--- config.mk ---
export PLATFORM = sky130hd
export DESIGN_NAME = fsk_zc_frame_demod
export DESIGN_NICKNAME = d
export VERILOG_FILES = /design/src/rtl/fsk_zc_pkg.sv /design/src/rtl/fsk_zc_cycle_timer.sv /design/src/rtl/fsk_zc_tone_sorter.sv /design/src/rtl/fsk_zc_frame_window.sv /design/src/rtl/fsk_zc_frame_demod.sv
export SDC_FILE = /design/constraint.sdc
export NUM_CORES = 1
export LEC_CHECK = 0
export BUFFER_PORTS_ARGS = -buffer_cell sky130_fd_sc_hd__buf_2
export CAP_MARGIN = 25
export CORE_MARGIN = 2
export CORE_UTILIZATION = 55
export CTS_CLUSTER_DIAMETER = 80
export DETAILED_ROUTE_END_ITERATION = 6
export PLACE_DENSITY = 0.74
export SYNTH_ARGS = -nofsm -noshare
export SYNTH_HDL_FRONTEND = slang
export SYNTH_SLANG_ARGS = --single-unit
--- constraint.sdc ---
create_clock -name clk -period 6.09 [get_ports clk]
set_input_delay 0.3045 -clock clk [delete_from_list [all_inputs] [get_ports clk]]
set_output_delay 0.3045 -clock clk [all_outputs]
set_load 0.02 [all_outputs]
--- src/rtl/fsk_zc_pkg.sv ---
package fsk_zc_pkg;

  // history layout (fixed by the frame format)
  localparam int WIN_W     = 128;
  localparam int MARK_W    = 23;
  localparam logic [MARK_W-1:0] SOF_MARK = 23'h7E0000;
  localparam int TAG_W     = 8;
  localparam int HEAD_LSB  = 16;
  localparam int TAIL_LSB  = 104;
  localparam int PAY_LSB   = 24;
  localparam int PAY_W     = 64;
  localparam int CHK_LSB   = PAY_LSB + PAY_W;
  localparam int CHK_W     = 16;

  typedef struct packed {
    logic valid;
    logic one;
    logic noise;
  } tone_t;

  // samples expected in a group of carrier cycles at tone frequency f
  function automatic int group_samples(int fs, int f, int ncyc);
    return (fs * ncyc) / f;
  endfunction

endpackage

--- src/rtl/fsk_zc_cycle_timer.sv ---
module fsk_zc_cycle_timer #(
  parameter int CYC_PER_BIT = 16,
  parameter int CNT_W       = 9
) (
  input  logic             clk,
  input  logic             rst,
  input  logic             sample_valid,
  input  logic             sample_neg,
  output logic             meas_valid,
  output logic [CNT_W-1:0] meas_count
);
  localparam int XC_W = (CYC_PER_BIT > 1) ? $clog2(CYC_PER_BIT) : 1;
  localparam logic [XC_W-1:0]  XC_LAST = XC_W'(CYC_PER_BIT - 1);
  localparam logic [CNT_W-1:0] CNT_MAX = '1;

  logic             prev_neg;
  logic [XC_W-1:0]  xcnt;
  logic [CNT_W-1:0] scnt;
  logic [CNT_W-1:0] scnt_inc;
  logic             rise;
  logic             closing;

  always_comb begin
    rise     = sample_valid && prev_neg && !sample_neg;
    closing  = rise && (xcnt == XC_LAST);
    scnt_inc = (scnt == CNT_MAX) ? CNT_MAX : scnt + 1'b1;
  end

  always_ff @(posedge clk) begin
    if (rst) begin
      prev_neg   <= 1'b0;
      xcnt       <= '0;
      scnt       <= '0;
      meas_valid <= 1'b0;
      meas_count <= '0;
    end else begin
      meas_valid <= 1'b0;
      if (sample_valid) begin
        prev_neg <= sample_neg;
        if (closing) begin
          meas_valid <= 1'b1;
          meas_count <= scnt_inc;
          scnt       <= '0;
        end else begin
          scnt <= scnt_inc;
        end
        if (rise) xcnt <= closing ? '0 : xcnt + 1'b1;
      end
    end
  end


  meas_from_rise_chk: assert property (@(posedge clk) disable iff (rst)
    meas_valid |-> $past(sample_valid && !sample_neg));


  cnt_saturate_chk: assert property (@(posedge clk) disable iff (rst)
    (scnt == CNT_MAX && sample_valid && !closing) |=> (scnt == CNT_MAX));

endmodule

--- src/rtl/fsk_zc_tone_sorter.sv ---
module fsk_zc_tone_sorter
  import fsk_zc_pkg::*;
#(
  parameter int FS_HZ       = 2_000_000,
  parameter int F_LO_HZ     = 123_200,
  parameter int F_HI_HZ     = 134_200,
  parameter int CYC_PER_BIT = 16,
  parameter int CNT_W       = 9
) (
  input  logic             clk,
  input  logic             rst,
  input  logic             meas_valid,
  input  logic [CNT_W-1:0] meas_count,
  output tone_t            tone
);
  localparam int EXP_LO = group_samples(FS_HZ, F_LO_HZ, CYC_PER_BIT);
  localparam int EXP_HI = group_samples(FS_HZ, F_HI_HZ, CYC_PER_BIT);
  localparam int TOL    = (EXP_LO - EXP_HI + 1) >>> 1;
  localparam logic [CNT_W-1:0] LO_BOT = CNT_W'(EXP_LO - TOL);
  localparam logic [CNT_W-1:0] LO_TOP = CNT_W'(EXP_LO + TOL);
  localparam logic [CNT_W-1:0] HI_BOT = CNT_W'(EXP_HI - TOL);
  localparam logic [CNT_W-1:0] HI_TOP = CNT_W'(EXP_HI + TOL);

  logic in_lo;
  logic in_hi;

  always_comb begin
    in_lo = (meas_count > LO_BOT) && (meas_count < LO_TOP);
    in_hi = (meas_count > HI_BOT) && (meas_count < HI_TOP);
  end

  always_ff @(posedge clk) begin
    if (rst) begin
      tone <= '0;
    end else begin
      tone.valid <= meas_valid;
      tone.one   <= in_lo;
      tone.noise <= !in_lo && !in_hi;
    end
  end


  tone_follows_meas_chk: assert property (@(posedge clk) disable iff (rst)
    tone.valid |-> $past(meas_valid));

endmodule

--- src/rtl/fsk_zc_frame_window.sv ---
module fsk_zc_frame_window
  import fsk_zc_pkg::*;
(
  input  logic               clk,
  input  logic               rst,
  input  tone_t              tone,
  output logic               frame_valid,
  output logic [PAY_W-1:0]   payload,
  output logic [CHK_W-1:0]   crc_field
);
  logic [WIN_W-1:0] win;
  logic             hit;

  always_comb begin
    hit = (win[MARK_W-1:0] == SOF_MARK) &&
          (win[HEAD_LSB +: TAG_W] == win[TAIL_LSB +: TAG_W]);
  end

  always_ff @(posedge clk) begin
    if (rst) begin
      win         <= '0;
      frame_valid <= 1'b0;
      payload     <= '0;
      crc_field   <= '0;
    end else begin
      frame_valid <= 1'b0;
      if (hit) begin
        frame_valid <= 1'b1;
        payload     <= win[PAY_LSB +: PAY_W];
        crc_field   <= win[CHK_LSB +: CHK_W];
        win         <= '0;
      end else if (tone.valid) begin
        if (tone.noise) win <= '0;
        else            win <= {tone.one, win[WIN_W-1:1]};
      end
    end
  end


  noise_wipe_chk: assert property (@(posedge clk) disable iff (rst)
    (tone.valid && tone.noise) |=> (win == '0));


  shift_in_chk: assert property (@(posedge clk) disable iff (rst)
    (tone.valid && !tone.noise && !hit) |=>
      ((win[WIN_W-1] == $past(tone.one)) && (win[WIN_W-2:0] == $past(win[WIN_W-1:1]))));


  mark_seen_chk: assert property (@(posedge clk) disable iff (rst)
    frame_valid |-> ($past(win[MARK_W-1:0]) == SOF_MARK));


  single_pulse_chk: assert property (@(posedge clk) disable iff (rst)
    frame_valid |=> !frame_valid);


  hold_out_chk: assert property (@(posedge clk) disable iff (rst)
    !frame_valid |-> ($stable(payload) && $stable(crc_field)));


  clear_on_accept_chk: assert property (@(posedge clk) disable iff (rst)
    frame_valid |-> (win == '0));

endmodule

--- src/rtl/fsk_zc_frame_demod.sv ---
module fsk_zc_frame_demod #(
  parameter int FS_HZ       = 2_000_000,
  parameter int F_LO_HZ     = 123_200,
  parameter int F_HI_HZ     = 134_200,
  parameter int CYC_PER_BIT = 16,
  parameter int CNT_W       = 9
) (
  input  logic        clk,
  input  logic        rst,
  input  logic        sample_valid,
  input  logic        sample_neg,
  output logic        frame_valid,
  output logic [63:0] payload,
  output logic [15:0] crc_field
);
  logic                  meas_valid;
  logic [CNT_W-1:0]      meas_count;
  fsk_zc_pkg::tone_t     tone;

  fsk_zc_cycle_timer #(
    .CYC_PER_BIT (CYC_PER_BIT),
    .CNT_W       (CNT_W)
  ) u_timer (
    .clk          (clk),
    .rst          (rst),
    .sample_valid (sample_valid),
    .sample_neg   (sample_neg),
    .meas_valid   (meas_valid),
    .meas_count   (meas_count)
  );

  fsk_zc_tone_sorter #(
    .FS_HZ       (FS_HZ),
    .F_LO_HZ     (F_LO_HZ),
    .F_HI_HZ     (F_HI_HZ),
    .CYC_PER_BIT (CYC_PER_BIT),
    .CNT_W       (CNT_W)
  ) u_sorter (
    .clk        (clk),
    .rst        (rst),
    .meas_valid (meas_valid),
    .meas_count (meas_count),
    .tone       (tone)
  );

  fsk_zc_frame_window u_window (
    .clk         (clk),
    .rst         (rst),
    .tone        (tone),
    .frame_valid (frame_valid),
    .payload     (payload),
    .crc_field   (crc_field)
  );

endmodule

==> flow_results.xml, run 1 <==
<?xml version="1.0" encoding="UTF-8"?>
<metrics>
  <group name="status">
    <metric name="run_status" unit="">finished, final reports clean</metric>
  </group>
  <group name="grt">
    <metric name="overflow" unit="">0</metric>
    <metric name="grt_pass1_wl" unit="mm">37.2</metric>
    <metric name="number_of_antenna_violations_at_the_first_check_in_global_routing" unit="">0</metric>
    <metric name="global_route.usage.total" unit="%">22.2</metric>
    <metric name="grt_start_max_net_pins" unit="">129</metric>
    <metric name="grt_pass1_vias" unit="">7646</metric>
  </group>
  <group name="logic_synthesis">
    <metric name="asyncSetResetFlopFracSynth" unit="%">0</metric>
    <metric name="synth.yosys.seq_area_share" unit="%">47.6</metric>
    <metric name="syn-cell-area" unit="sq um">9920</metric>
    <metric name="postSynthAreaPerCell" unit="sq um">8.88</metric>
    <metric name="yosys.cell_types.count" unit="">44</metric>
    <metric name="dominantRegCellSynth" unit="">dfxtp_1</metric>
    <metric name="postSynthNetCount" unit="">1124</metric>
    <metric name="cells_after_synthesis" unit="">1118</metric>
    <metric name="synthesis.yosys.warnings" unit="">0</metric>
    <metric name="ys_seq_elements" unit="">236</metric>
    <metric name="synth-edff-count" unit="">0</metric>
  </group>
  <group name="floorplanning">
    <metric name="initial_core_util" unit="%">55.6</metric>
    <metric name="io_pins" unit="">85</metric>
    <metric name="placeableCoreArea" unit="sq um">17800</metric>
    <metric name="floorplan.die.height" unit="um">138</metric>
    <metric name="rows" unit="">49</metric>
    <metric name="die-width" unit="um">138</metric>
    <metric name="fp.dieArea" unit="sq um">19100</metric>
  </group>
  <group name="timing">
    <metric name="layout_worst_path_cycle_share" unit="%">60.2</metric>
    <metric name="skew" unit="ps">9.55</metric>
    <metric name="slew_margin_rel" unit="%">35.9</metric>
    <metric name="max_slew.worst_pin.slew" unit="ps">962</metric>
    <metric name="hold_viol" unit="">0</metric>
    <metric name="maxSlewViolCount" unit="">0</metric>
    <metric name="setup-tns-final" unit="ps">0</metric>
    <metric name="finalSetupViolations" unit="">0</metric>
    <metric name="grt_setup_unrepaired" unit="">false</metric>
    <metric name="fmax" unit="GHz">0.273</metric>
    <metric name="finalWorstPathRequiredPeriod" unit="ps">3660</metric>
  </group>
  <group name="cts">
    <metric name="clkTransAtPathRegs" unit="ps">60</metric>
    <metric name="clockRootBuffer" unit="">clkbuf_16</metric>
    <metric name="clkSinkCount" unit="">236</metric>
    <metric name="cts_buffers" unit="">24</metric>
    <metric name="max-clock-path-buffers" unit="">3</metric>
    <metric name="cts_repair_resize_count" unit="">0</metric>
    <metric name="number_of_levels_the_h_tree_was_split_into" unit="">1</metric>
    <metric name="cts.repair_timing.setup_buffer_count" unit="">0</metric>
    <metric name="post_cts_hold_buffer_count" unit="">0</metric>
    <metric name="insertion_delay" unit="ps">510</metric>
    <metric name="cts_tree" unit="">yes</metric>
  </group>
  <group name="route">
    <metric name="vias" unit="">8225</metric>
    <metric name="via_per_inst" unit="">6.05</metric>
    <metric name="dr.first_iter.drc_count" unit="">786</metric>
    <metric name="totalWireLength" unit="mm">21.9</metric>
    <metric name="drc" unit="">0</metric>
    <metric name="detail-route-antenna-nets" unit="">0</metric>
    <metric name="drt_pass1_iterations" unit="">6</metric>
    <metric name="detail_route.wl_per_cell" unit="um">16.1</metric>
  </group>
  <group name="critical_path">
    <metric name="startpoint_class_of_the_critical_path" unit="">flop</metric>
    <metric name="r2r.worst_path.cells" unit="">6</metric>
    <metric name="critical_path.startpoint" unit="">u_window.win[7]</metric>
    <metric name="required" unit="ps">6440</metric>
    <metric name="critPathCaptureType" unit="">flop</metric>
    <metric name="timing.critical_path.fanout_max" unit="">81</metric>
    <metric name="timing.critical_path.arrival" unit="ps">4010</metric>
    <metric name="critical_path.reg2reg.startpoint" unit="">u_window.win[7]</metric>
    <metric name="r2r_slack" unit="ps">2430</metric>
    <metric name="timing_worst_setup_path_type" unit="">reg -&gt; reg</metric>
    <metric name="rr_endpoint" unit="">u_window.win[37]</metric>
  </group>
  <group name="pwr">
    <metric name="cellPowerDensity" unit="nW/um^2">271</metric>
    <metric name="total_power_consumption_of_the_routed_design" unit="mW">2.99</metric>
    <metric name="worst_ir_drop_vdd" unit="mV">0.215</metric>
    <metric name="cellLeakagePower" unit="nW">3.54</metric>
  </group>
  <group name="worst_hold_path">
    <metric name="hp-class" unit="">in -&gt; reg</metric>
    <metric name="worstHoldStart" unit="">sample_neg</metric>
    <metric name="hold_path_depth" unit="">3</metric>
    <metric name="hold_end" unit="">u_timer.prev_neg</metric>
  </group>
  <group name="layout">
    <metric name="synthToLayoutAreaGrowth" unit="%">10.9</metric>
    <metric name="fin_nets" unit="">1120</metric>
    <metric name="antenna_cells" unit="">0</metric>
    <metric name="final-instance-count-excl-fill" unit="">1359</metric>
    <metric name="post_route_cells_drive_above_1_share" unit="%">12.1</metric>
  </group>
  <group name="place">
    <metric name="portbufs" unit="">84</metric>
    <metric name="post-place-cells" unit="">1317</metric>
    <metric name="dp_hpwl" unit="mm">11.6</metric>
    <metric name="routabilityCongestion" unit="">0.784</metric>
  </group>
  <group name="job">
    <metric name="total_of_max_cap_violations" unit="">0</metric>
  </group>
</metrics>
## worst max-delay path, cell delays in order, from the launching register on
cell and delay (ps):
dfxtp_1 330, or4b_4 560, nor4_4 270, buf_4 680, a31o_4 700, buf_4 720
a21oi_1 100
## Yosys cell counts, types with 2 or more instances
cell / number / area [sq um]
nor4_1: 6 / 37.5
and3_1: 3 / 18.8
nand2b_1: 133 / 832
nor2_1: 18 / 67.6
and3b_1: 2 / 17.5
nand3_1: 8 / 40.0
clkbuf_1: 102 / 383
buf_2: 22 / 110
or3_1: 3 / 18.8
nand3b_1: 131 / 983
inv_1: 5 / 18.8
o31ai_1: 80 / 601
xnor2_1: 3 / 26.3
mux2i_1: 2 / 20.0
nand2_1: 11 / 41.3
nor3_1: 11 / 55.1
o21ai_0: 5 / 25.0
buf_1: 2 / 7.51
dfxtp_1: 236 / 4720
a21o_1: 2 / 15.0
o22ai_1: 2 / 12.5
nand4_1: 88 / 551
ha_1: 2 / 25.0
a21oi_1: 220 / 1100
o32ai_1: 2 / 17.5
## per-stage QoR
| step | setup slack [ps] | util [%] | hold WS, ps | area [sq um] |
|---|---|---|---|---|
| detailed placement | 2480 | 57.5 | 456 | 10300 |
| floorplan | 4000 | - | 414 | 9920 |
| finish | 2430 | 61.7 | 55.3 | 11000 |
| CTS | 2460 | 61.7 | 45.3 | 11000 |
| global route | 2220 | 61.7 | 94.7 | 11000 |
| global placement | 2510 | 57.3 | 449 | 10200 |
## how the worst max path moves through the flow
stage                                   to  cells past startpoint
detailed placement        u_window.win[17]                      6
floorplan           u_window.crc_field[15]                      6
global route             u_window.win[102]                      6
global placement          u_window.win[53]                      6
finish                    u_window.win[37]                      6
CTS                       u_window.win[37]                      6
## routing by layer
metal,track usage [%],vias to the layer above,share of wire [%]
li1,-,4066,-
met1,30.3,3967,47
met2,37.1,175,48
met3,3.71,17,4.5
met4,5.10,0,1.1
met5,0,-,0
## cell type report
cell class / count / area [sq um]
clock inverter: 2 / 10.0
timing repair buffer: 96 / 541
multi-input combinational: 751 / 4690
fill: 1552 / 6830
tap: 229 / 287
clock buffer: 40 / 732
inverter: 5 / 18.8
sequential: 236 / 4730
## kinds of logic (layout without fill, tap and decap cells)
family	Yosys count	after routing	share of synthesized area [%]
compound gates	320	320	18.6
xor+xnor	4	4	0.353
fa+ha+maj	2	2	0.252
buf+inv	131	143	5.23
flops	236	236	47.6
mux	2	2	0.202
simple gates	423	423	27.7
## flip-flops by register name, summed over array words and instances (netlist names)
signal,count
u_sorter.tone,3
u_timer.meas_count,9
u_timer.meas_valid,1
u_timer.prev_neg,1
u_timer.scnt,9
u_timer.xcnt,4
u_window.crc_field,16
u_window.frame_valid,1
u_window.payload,64
u_window.win,128
## cell usage in the layout, fill, tap and decap left out, types with 18 or more instances in the layout
cell,netlist,layout
clkbuf_16,0,25
nor2_1,18,18
dfxtp_1,236,234
nand2b_1,133,133
nand3b_1,131,131
buf_2,22,83
o31ai_1,80,80
nand4_1,88,88
a21oi_1,220,220
## power breakdown
| group | internal (mW) | switching (mW) |
|---|---|---|
| combinational | 0.0188 | 0.0390 |
| clock | 0.813 | 0.571 |
| sequential | 1.55 | 0.00172 |
| total | 2.38 | 0.611 |
(Power assumes the default switching activity.)
==> run 2: changes to the inputs <==
CORE_UTILIZATION = 54   (was 55)
PLACE_DENSITY = 0.76   (was 0.74)
clock period = 3.2 ns   (was 6.09 ns; I/O delays follow)
==> run 2 against run 1 <==
Via count up 0.91%. Sequential share of layout area down 0.64 points. Wire length up 1.7%. Core utilization up 0.30 points. Critical path depth down 1. Sequential cell count unchanged. Clock power up 110%. Global-route usage down 0.29 points. Worst setup slack worse by 1700 ps. Largest power group is now the clock network. Highest routed layer unchanged. Largest cell class unchanged.
==> flow_results.xml, run 2 (synthesis results as in run 1) <==
<?xml version="1.0" encoding="UTF-8"?>
<metrics>
  <group name="layout">
    <metric name="design_area" unit="sq um">11200</metric>
    <metric name="synthToLayoutAreaGrowth" unit="%">12.6</metric>
    <metric name="mostFrequentLayoutCell" unit="">dfxtp_1</metric>
    <metric name="largest_reg_flops" unit="">128</metric>
    <metric name="final_cell_mix" unit="">dfxtp_1, a21oi_1, nand2b_1</metric>
    <metric name="post_route_cells_drive_above_1_share" unit="%">13.0</metric>
    <metric name="largest_register" unit="">u_window.win</metric>
    <metric name="fin_nets" unit="">1127</metric>
    <metric name="biggestRegsByFlops" unit="">u_window.win x128, u_window.payload x64, u_window.crc_field x16</metric>
    <metric name="antenna_cells" unit="">0</metric>
    <metric name="multi_input_comb_area" unit="sq um">4690</metric>
    <metric name="final-instance-count-excl-fill" unit="">1366</metric>
    <metric name="sequential_cell_area" unit="sq um">4730</metric>
    <metric name="fillCellCount" unit="">1560</metric>
  </group>
  <group name="route">
    <metric name="totalWireLength" unit="mm">22.3</metric>
    <metric name="dr.first_iter.drc_count" unit="">673</metric>
    <metric name="highest_layer" unit="">met4</metric>
    <metric name="vias" unit="">8300</metric>
    <metric name="via_per_inst" unit="">6.08</metric>
    <metric name="detail-route-antenna-nets" unit="">0</metric>
    <metric name="detail_route.wl_per_cell" unit="um">16.3</metric>
    <metric name="drt_pass1_iterations" unit="">5</metric>
    <metric name="routed_wire_length_on_met3" unit="mm">1.09</metric>
    <metric name="route.layer.met1.wl" unit="mm">10.1</metric>
    <metric name="detailroute.wirelength.met2" unit="mm">10.8</metric>
    <metric name="drc" unit="">0</metric>
  </group>
  <group name="place">
    <metric name="routabilityCongestion" unit="">0.792</metric>
    <metric name="dp_hpwl" unit="mm">12.1</metric>
    <metric name="portbufs" unit="">84</metric>
    <metric name="post-place-cells" unit="">1322</metric>
    <metric name="detailedPlace.worstSlack" unit="ps">766</metric>
    <metric name="cell_area_after_placement" unit="sq um">10300</metric>
  </group>
  <group name="timing">
    <metric name="maxSlewViolCount" unit="">0</metric>
    <metric name="setup-tns-final" unit="ps">0</metric>
    <metric name="finalWorstPathRequiredPeriod" unit="ps">2490</metric>
    <metric name="holdWs" unit="ps">76.8</metric>
    <metric name="hold_viol" unit="">0</metric>
    <metric name="final_critical_path_setup_slack" unit="ps">715</metric>
    <metric name="layout_worst_path_cycle_share" unit="%">77.7</metric>
    <metric name="slew_margin_rel" unit="%">37.2</metric>
    <metric name="finalSetupViolations" unit="">0</metric>
    <metric name="max_slew.worst_pin.slew" unit="ps">942</metric>
    <metric name="fmax" unit="GHz">0.402</metric>
    <metric name="skew" unit="ps">12.2</metric>
    <metric name="grt_setup_unrepaired" unit="">false</metric>
  </group>
  <group name="worst_hold_path">
    <metric name="hp-class" unit="">in -&gt; reg</metric>
    <metric name="worstHoldStart" unit="">sample_valid</metric>
    <metric name="hold_end" unit="">u_timer.scnt[6]</metric>
    <metric name="hold_path_depth" unit="">3</metric>
  </group>
  <group name="critical_path">
    <metric name="rr_endpoint" unit="">u_window.payload[51]</metric>
    <metric name="timing.critical_path.arrival" unit="ps">2920</metric>
    <metric name="required" unit="ps">3630</metric>
    <metric name="r2r_slack" unit="ps">710</metric>
    <metric name="r2r.worst_path.cells" unit="">5</metric>
    <metric name="critical_path.startpoint" unit="">u_window.win[7]</metric>
    <metric name="timing_worst_setup_path_type" unit="">reg -&gt; reg</metric>
    <metric name="timing.critical_path.fanout_max" unit="">80</metric>
    <metric name="critical_path.reg2reg.startpoint" unit="">u_window.win[7]</metric>
    <metric name="critPathCaptureType" unit="">flop</metric>
    <metric name="startpoint_class_of_the_critical_path" unit="">flop</metric>
  </group>
  <group name="grt">
    <metric name="grt_pass1_wl" unit="mm">37.0</metric>
    <metric name="overflow" unit="">0</metric>
    <metric name="global_route.usage.total" unit="%">21.9</metric>
    <metric name="number_of_antenna_violations_at_the_first_check_in_global_routing" unit="">0</metric>
    <metric name="grt_start_max_net_pins" unit="">114</metric>
    <metric name="grt_pass1_vias" unit="">7800</metric>
  </group>
  <group name="floorplanning">
    <metric name="die-width" unit="um">140</metric>
    <metric name="fp.dieArea" unit="sq um">19500</metric>
    <metric name="io_pins" unit="">85</metric>
    <metric name="initial_core_util" unit="%">55.1</metric>
    <metric name="placeableCoreArea" unit="sq um">18000</metric>
    <metric name="rows" unit="">49</metric>
    <metric name="floorplan.die.height" unit="um">140</metric>
  </group>
  <group name="job">
    <metric name="total_of_max_cap_violations" unit="">0</metric>
  </group>
  <group name="cts">
    <metric name="cts_tree" unit="">yes</metric>
    <metric name="insertion_delay" unit="ps">520</metric>
    <metric name="clockRootBuffer" unit="">clkbuf_16</metric>
    <metric name="max-clock-path-buffers" unit="">3</metric>
    <metric name="cts_buffers" unit="">25</metric>
    <metric name="number_of_levels_the_h_tree_was_split_into" unit="">1</metric>
    <metric name="clkTransAtPathRegs" unit="ps">60</metric>
    <metric name="clkSinkCount" unit="">236</metric>
  </group>
  <group name="pwr">
    <metric name="cellPowerDensity" unit="nW/um^2">539</metric>
    <metric name="worst_ir_drop_vdd" unit="mV">0.430</metric>
    <metric name="cellLeakagePower" unit="nW">3.63</metric>
  </group>
  <group name="status">
    <metric name="run_status" unit="">finished, final reports clean</metric>
  </group>
</metrics>
## run 2: cell types whose count changed in the layout (fill, tap and decap cells not counted), sizes merged
cell         delta
buf             +5
inv             +1
clkinv          +1
clkbuf          -4
bufinv          +3
dlygate4sd3     +1
## run 2: critical path, cell delays in order, from the launching register on
cell	delay, ps
dfxtp_1	320
or4b_4	550
nor4_4	320
buf_4	710
nand4_1	210
a21oi_1	210
## run 2: through the flow
step / util [%] / total power [mW]
4_1_cts: 62.0 / 6.08
6_report: 62.0 / 6.02
3_5_place_dp: 57.2 / 3.12
5_1_grt: 62.0 / 6.21
2_1_floorplan: - / 3.10
3_3_place_gp: 57.2 / 3.13
## run 2: layout make-up
class / instances / share of cell area, %
multi-input combinational: 751 / 42.0
clock buffer: 36 / 6.60
sequential: 236 / 42.3
tap: 229 / 2.56
timing repair buffer: 102 / 5.35
inverter: 5 / 0.168
clock inverter: 7 / 1.02
## run 2: where the power goes
group | internal, mW | switching, mW
Sequential | 2.94 | 0.0106
Clock | 1.83 | 1.12
Combinational | 0.0407 | 0.0688
## run 2: how the worst max path moves through the flow
| stage | end | slack, ps | depth (start not counted) |
|---|---|---|---|
| floorplan | u_window.crc_field[15] | 1110 | 6 |
| global placement | u_window.payload[46] | 830 | 5 |
| detailed placement | u_window.payload[44] | 770 | 5 |
| CTS | u_window.payload[51] | 740 | 5 |
| global route | u_window.payload[51] | 580 | 5 |
| finish | u_window.payload[51] | 710 | 5 |
## run 2: repair_timing
| action | 4_1_cts | 5_1_grt |
|---|---|---|
| endpoints found under the hold margin | 1 | 0 |
| hold buffers | 1 | 0 |
| setup buffers | 0 | 0 |
| setup endpoints to repair | 0 | 0 |
| gates resized for setup | 0 | 0 |
## run 2: layer usage
layer | up-vias | global-route usage (%)
li1 | 4074 | -
met5 | - | 0
met1 | 3996 | 28.6
met2 | 199 | 38.2
met4 | 0 | 5.21
met3 | 31 | 3.44
==> run 3: changes to the inputs <==
ABC_AREA = 1   (was not set)
CORE_UTILIZATION = 53   (was 54)
PLACE_DENSITY = 0.75   (was 0.76)
clock period = 2.15 ns   (was 3.2 ns; I/O delays follow)
==> run 3 against run 2 <==
Global-route usage shrank 2.1 points. Largest cell class unchanged. Sequential cell count is the same. First-iteration DRC count shrank 26%. Clock power is 50% higher. Highest routed layer unchanged.
==> flow_results.xml, run 3 <==
<?xml version="1.0" encoding="UTF-8"?>
<metrics>
  <group name="status">
    <metric name="run_status" unit="">finished, final reports clean</metric>
  </group>
  <group name="logic_synthesis">
    <metric name="asyncSetResetFlopFracSynth" unit="%">0</metric>
    <metric name="dominant_cells_by_area_after_synthesis" unit="">dfxtp_1, inv_1, o22ai_1, nor2_1, nand2_1</metric>
    <metric name="post-synth-top-area-cell" unit="">dfxtp_1</metric>
    <metric name="syn-cell-area" unit="sq um">9540</metric>
    <metric name="postSynthAreaPerCell" unit="sq um">7.41</metric>
    <metric name="synth-edff-count" unit="">0</metric>
    <metric name="dominantRegCellSynth" unit="">dfxtp_1</metric>
    <metric name="yosysMostFrequentCell" unit="">inv_1</metric>
    <metric name="cells_after_synthesis" unit="">1288</metric>
    <metric name="synth_top_area_share" unit="%">49.5</metric>
    <metric name="yosys.cell_types.count" unit="">28</metric>
    <metric name="synth.yosys.seq_area_share" unit="%">49.5</metric>
    <metric name="synthesis.yosys.warnings" unit="">0</metric>
    <metric name="most_numerous_cell_types_in_the_synthesized_netlist" unit="">inv_1, dfxtp_1, nor2_1</metric>
    <metric name="ys_seq_elements" unit="">236</metric>
    <metric name="postSynthNetCount" unit="">1294</metric>
  </group>
  <group name="layout">
    <metric name="biggestRegsByFlops" unit="">u_window.win x128, u_window.payload x64, u_window.crc_field x16</metric>
    <metric name="fin_nets" unit="">1338</metric>
    <metric name="final_cell_mix" unit="">inv_1, dfxtp_1, nor2_1</metric>
    <metric name="final-instance-count-excl-fill" unit="">1576</metric>
    <metric name="final_core_area_utilization" unit="%">61.6</metric>
    <metric name="mostFrequentLayoutCell" unit="">inv_1</metric>
    <metric name="synthToLayoutAreaGrowth" unit="%">14.8</metric>
    <metric name="design_area" unit="sq um">10900</metric>
    <metric name="largest_reg_flops" unit="">128</metric>
    <metric name="antenna_cells" unit="">0</metric>
    <metric name="post_route_cells_drive_above_1_share" unit="%">11.8</metric>
    <metric name="largest_register" unit="">u_window.win</metric>
  </group>
  <group name="timing">
    <metric name="fmax" unit="GHz">0.605</metric>
    <metric name="layout_worst_path_cycle_share" unit="%">76.9</metric>
    <metric name="max_slew.worst_pin.slew" unit="ps">535</metric>
    <metric name="grt_setup_unrepaired" unit="">false</metric>
    <metric name="finalSetupViolations" unit="">0</metric>
    <metric name="skew" unit="ps">15.3</metric>
    <metric name="setup-tns-final" unit="ps">0</metric>
    <metric name="slew_margin_rel" unit="%">64.2</metric>
    <metric name="finalWorstPathRequiredPeriod" unit="ps">1650</metric>
    <metric name="hold_viol" unit="">0</metric>
    <metric name="maxSlewViolCount" unit="">0</metric>
  </group>
  <group name="cts">
    <metric name="clkSinkCount" unit="">236</metric>
    <metric name="cts.repair_timing.setup_buffer_count" unit="">0</metric>
    <metric name="clockRootBuffer" unit="">clkbuf_16</metric>
    <metric name="insertion_delay" unit="ps">520</metric>
    <metric name="cts_buffers" unit="">25</metric>
    <metric name="number_of_levels_the_h_tree_was_split_into" unit="">1</metric>
    <metric name="max-clock-path-buffers" unit="">3</metric>
    <metric name="clkTransAtPathRegs" unit="ps">60</metric>
    <metric name="cts_repair_resize_count" unit="">0</metric>
    <metric name="cts_tree" unit="">yes</metric>
  </group>
  <group name="place">
    <metric name="post-place-cells" unit="">1531</metric>
    <metric name="routabilityCongestion" unit="">0.865</metric>
    <metric name="portbufs" unit="">84</metric>
    <metric name="cell_area_after_placement" unit="sq um">10100</metric>
    <metric name="dp_hpwl" unit="mm">11.5</metric>
  </group>
  <group name="critical_path">
    <metric name="timing.critical_path.fanout_max" unit="">76</metric>
    <metric name="required" unit="ps">2540</metric>
    <metric name="gate_family_responsible_for_the_most_delay_along_the_worst_path" unit="">simple AND/OR/NAND/NOR gates</metric>
    <metric name="timing.critical_path.arrival" unit="ps">2040</metric>
    <metric name="startpoint_class_of_the_critical_path" unit="">flop</metric>
    <metric name="critical_path.max_stage_delay" unit="ps">390</metric>
    <metric name="cp_slowest_cell" unit="">dfxtp_1</metric>
    <metric name="critPathBufInv" unit="">2</metric>
    <metric name="critical-path-top-cell-by-count" unit="">nand2_1</metric>
    <metric name="worstPathCellList" unit="">inv_2 -&gt; nand2_1 -&gt; nand2_1 -&gt; nor2_1 -&gt; nand2_1 -&gt; nor2_2 -&gt; nand2_2 -&gt; nand2_4 -&gt; buf_12 -&gt; nor2_1</metric>
    <metric name="critPathCaptureType" unit="">flop</metric>
    <metric name="timing_worst_setup_path_type" unit="">reg -&gt; reg</metric>
  </group>
  <group name="route">
    <metric name="detail_route.wl_per_cell" unit="um">12.4</metric>
    <metric name="via_per_inst" unit="">5.11</metric>
    <metric name="drt_pass1_iterations" unit="">5</metric>
    <metric name="vias" unit="">8048</metric>
    <metric name="detail-route-antenna-nets" unit="">0</metric>
    <metric name="drc" unit="">0</metric>
    <metric name="totalWireLength" unit="mm">19.5</metric>
    <metric name="dr.first_iter.drc_count" unit="">497</metric>
  </group>
  <group name="job">
    <metric name="total_of_max_cap_violations" unit="">0</metric>
  </group>
  <group name="floorplanning">
    <metric name="rows" unit="">49</metric>
    <metric name="initial_core_util" unit="%">53.6</metric>
    <metric name="fp.dieArea" unit="sq um">19100</metric>
    <metric name="io_pins" unit="">85</metric>
    <metric name="die-width" unit="um">138</metric>
    <metric name="floorplan.die.height" unit="um">138</metric>
    <metric name="placeableCoreArea" unit="sq um">17800</metric>
  </group>
  <group name="pwr">
    <metric name="cellLeakagePower" unit="nW">4.43</metric>
    <metric name="pwr-share-seq" unit="%">48.9</metric>
    <metric name="intPower" unit="mW">7.17</metric>
    <metric name="total_power_consumption_of_the_routed_design" unit="mW">8.96</metric>
    <metric name="power_switching_share" unit="%">20.0</metric>
    <metric name="combPwrFrac" unit="%">1.6</metric>
    <metric name="power_frac_clock" unit="%">49.5</metric>
    <metric name="netSwitchingPower" unit="mW">1.80</metric>
    <metric name="worst_ir_drop_vdd" unit="mV">0.728</metric>
    <metric name="cellPowerDensity" unit="nW/um^2">819</metric>
  </group>
  <group name="grt">
    <metric name="grt_start_max_net_pins" unit="">130</metric>
    <metric name="grt_pass1_vias" unit="">7438</metric>
    <metric name="overflow" unit="">0</metric>
    <metric name="number_of_antenna_violations_at_the_first_check_in_global_routing" unit="">0</metric>
    <metric name="grt_pass1_wl" unit="mm">33.5</metric>
    <metric name="global_route.usage.total" unit="%">19.8</metric>
  </group>
  <group name="worst_hold_path">
    <metric name="hp-class" unit="">in -&gt; reg</metric>
  </group>
</metrics>
[run 3: changes by cell type after synthesis, moves of 10 or more]
cell      change
o22ai_1     +125
o31ai_1      -78
clkbuf_1     -56
nand2b_1    -133
nor2_1      +147
inv_2        +12
inv_1       +268
nand3b_1    -130
nand2_1     +152
a21oi_1     -211
nand3_1      +87
o21ai_0      +11
buf_6        +10
[run 3: per-stage QoR]
| step | hold slack, ps | setup WS (ps) |
|---|---|---|
| floorplan | 186 | 704 |
| global placement | 339 | 581 |
| detailed placement | 361 | 540 |
| CTS | 6.38 | 479 |
| global route | 73.0 | 336 |
| finish | 13.6 | 497 |
[run 3: routing by layer]
layer | global-route usage, % | share of wire (%)
met5 | 0 | 0
met4 | 4.78 | 1.6
met3 | 3.46 | 4.1
met2 | 35.9 | 49
met1 | 24.5 | 46
[run 3: path summary, 6_finish.rpt]
kind / slack [ps] / end / from / cells past startpoint
setup / recovery: 500 / u_window.win[125] / u_window.win[16] / 10
hold / removal: 10 / u_timer.xcnt[0] / sample_neg / 4
setup reg to reg: 500 / u_window.win[125] / u_window.win[16] / 10
hold reg to reg: 400 / u_sorter.tone[2] / u_timer.meas_valid / 2
[run 3: final cells by class]
type,count,area (sq um)
clock buffer,36,748
clock inverter,6,109
fill,1580,6830
inverter,287,1080
multi-input combinational,679,3320
sequential,236,4730
tap,229,287
timing repair buffer,103,671
[run 3: kinds of logic (layout without fill, tap and decap cells)]
| kind of cell | count (synthesis) | after routing | synth area share (%) |
|---|---|---|---|
| AOI/OAI and AO/OA | 158 | 158 | 10.1 |
| adders and majority gates | 2 | 2 | 0.262 |
| and+or+nand+nor | 517 | 517 | 24.0 |
| DFF | 236 | 236 | 49.5 |
| buffers and inverters | 373 | 432 | 15.9 |
| xor gates and xnor gates | 2 | 2 | 0.184 |
[run 3: repair_timing]
action	4_1_cts	5_1_grt
hold buffers	3	0
hold endpoints to repair	12	0
endpoints found under the setup margin	0	0
[run 3: worst register-to-register path, cell delays in order (launching register included)]
cell	delay, ps
dfxtp_1	390
inv_2	80
nand2_1	70
nand2_1	70
nor2_1	160
nand2_1	90
nor2_2	90
nand2_2	80
nand2_4	90
buf_12	310
nor2_1	110
[run 3: power by group through the flow]
stage / registers (mW) / clock network (mW) / logic [mW]
final: 4.38 / 4.44 / 0.142
after global placement: 4.48 / 0 / 0.136
after CTS: 4.38 / 4.52 / 0.143
after global routing: 4.38 / 4.70 / 0.157
after detailed placement: 4.48 / 0 / 0.138
after floorplan: 4.48 / 0 / 0.120
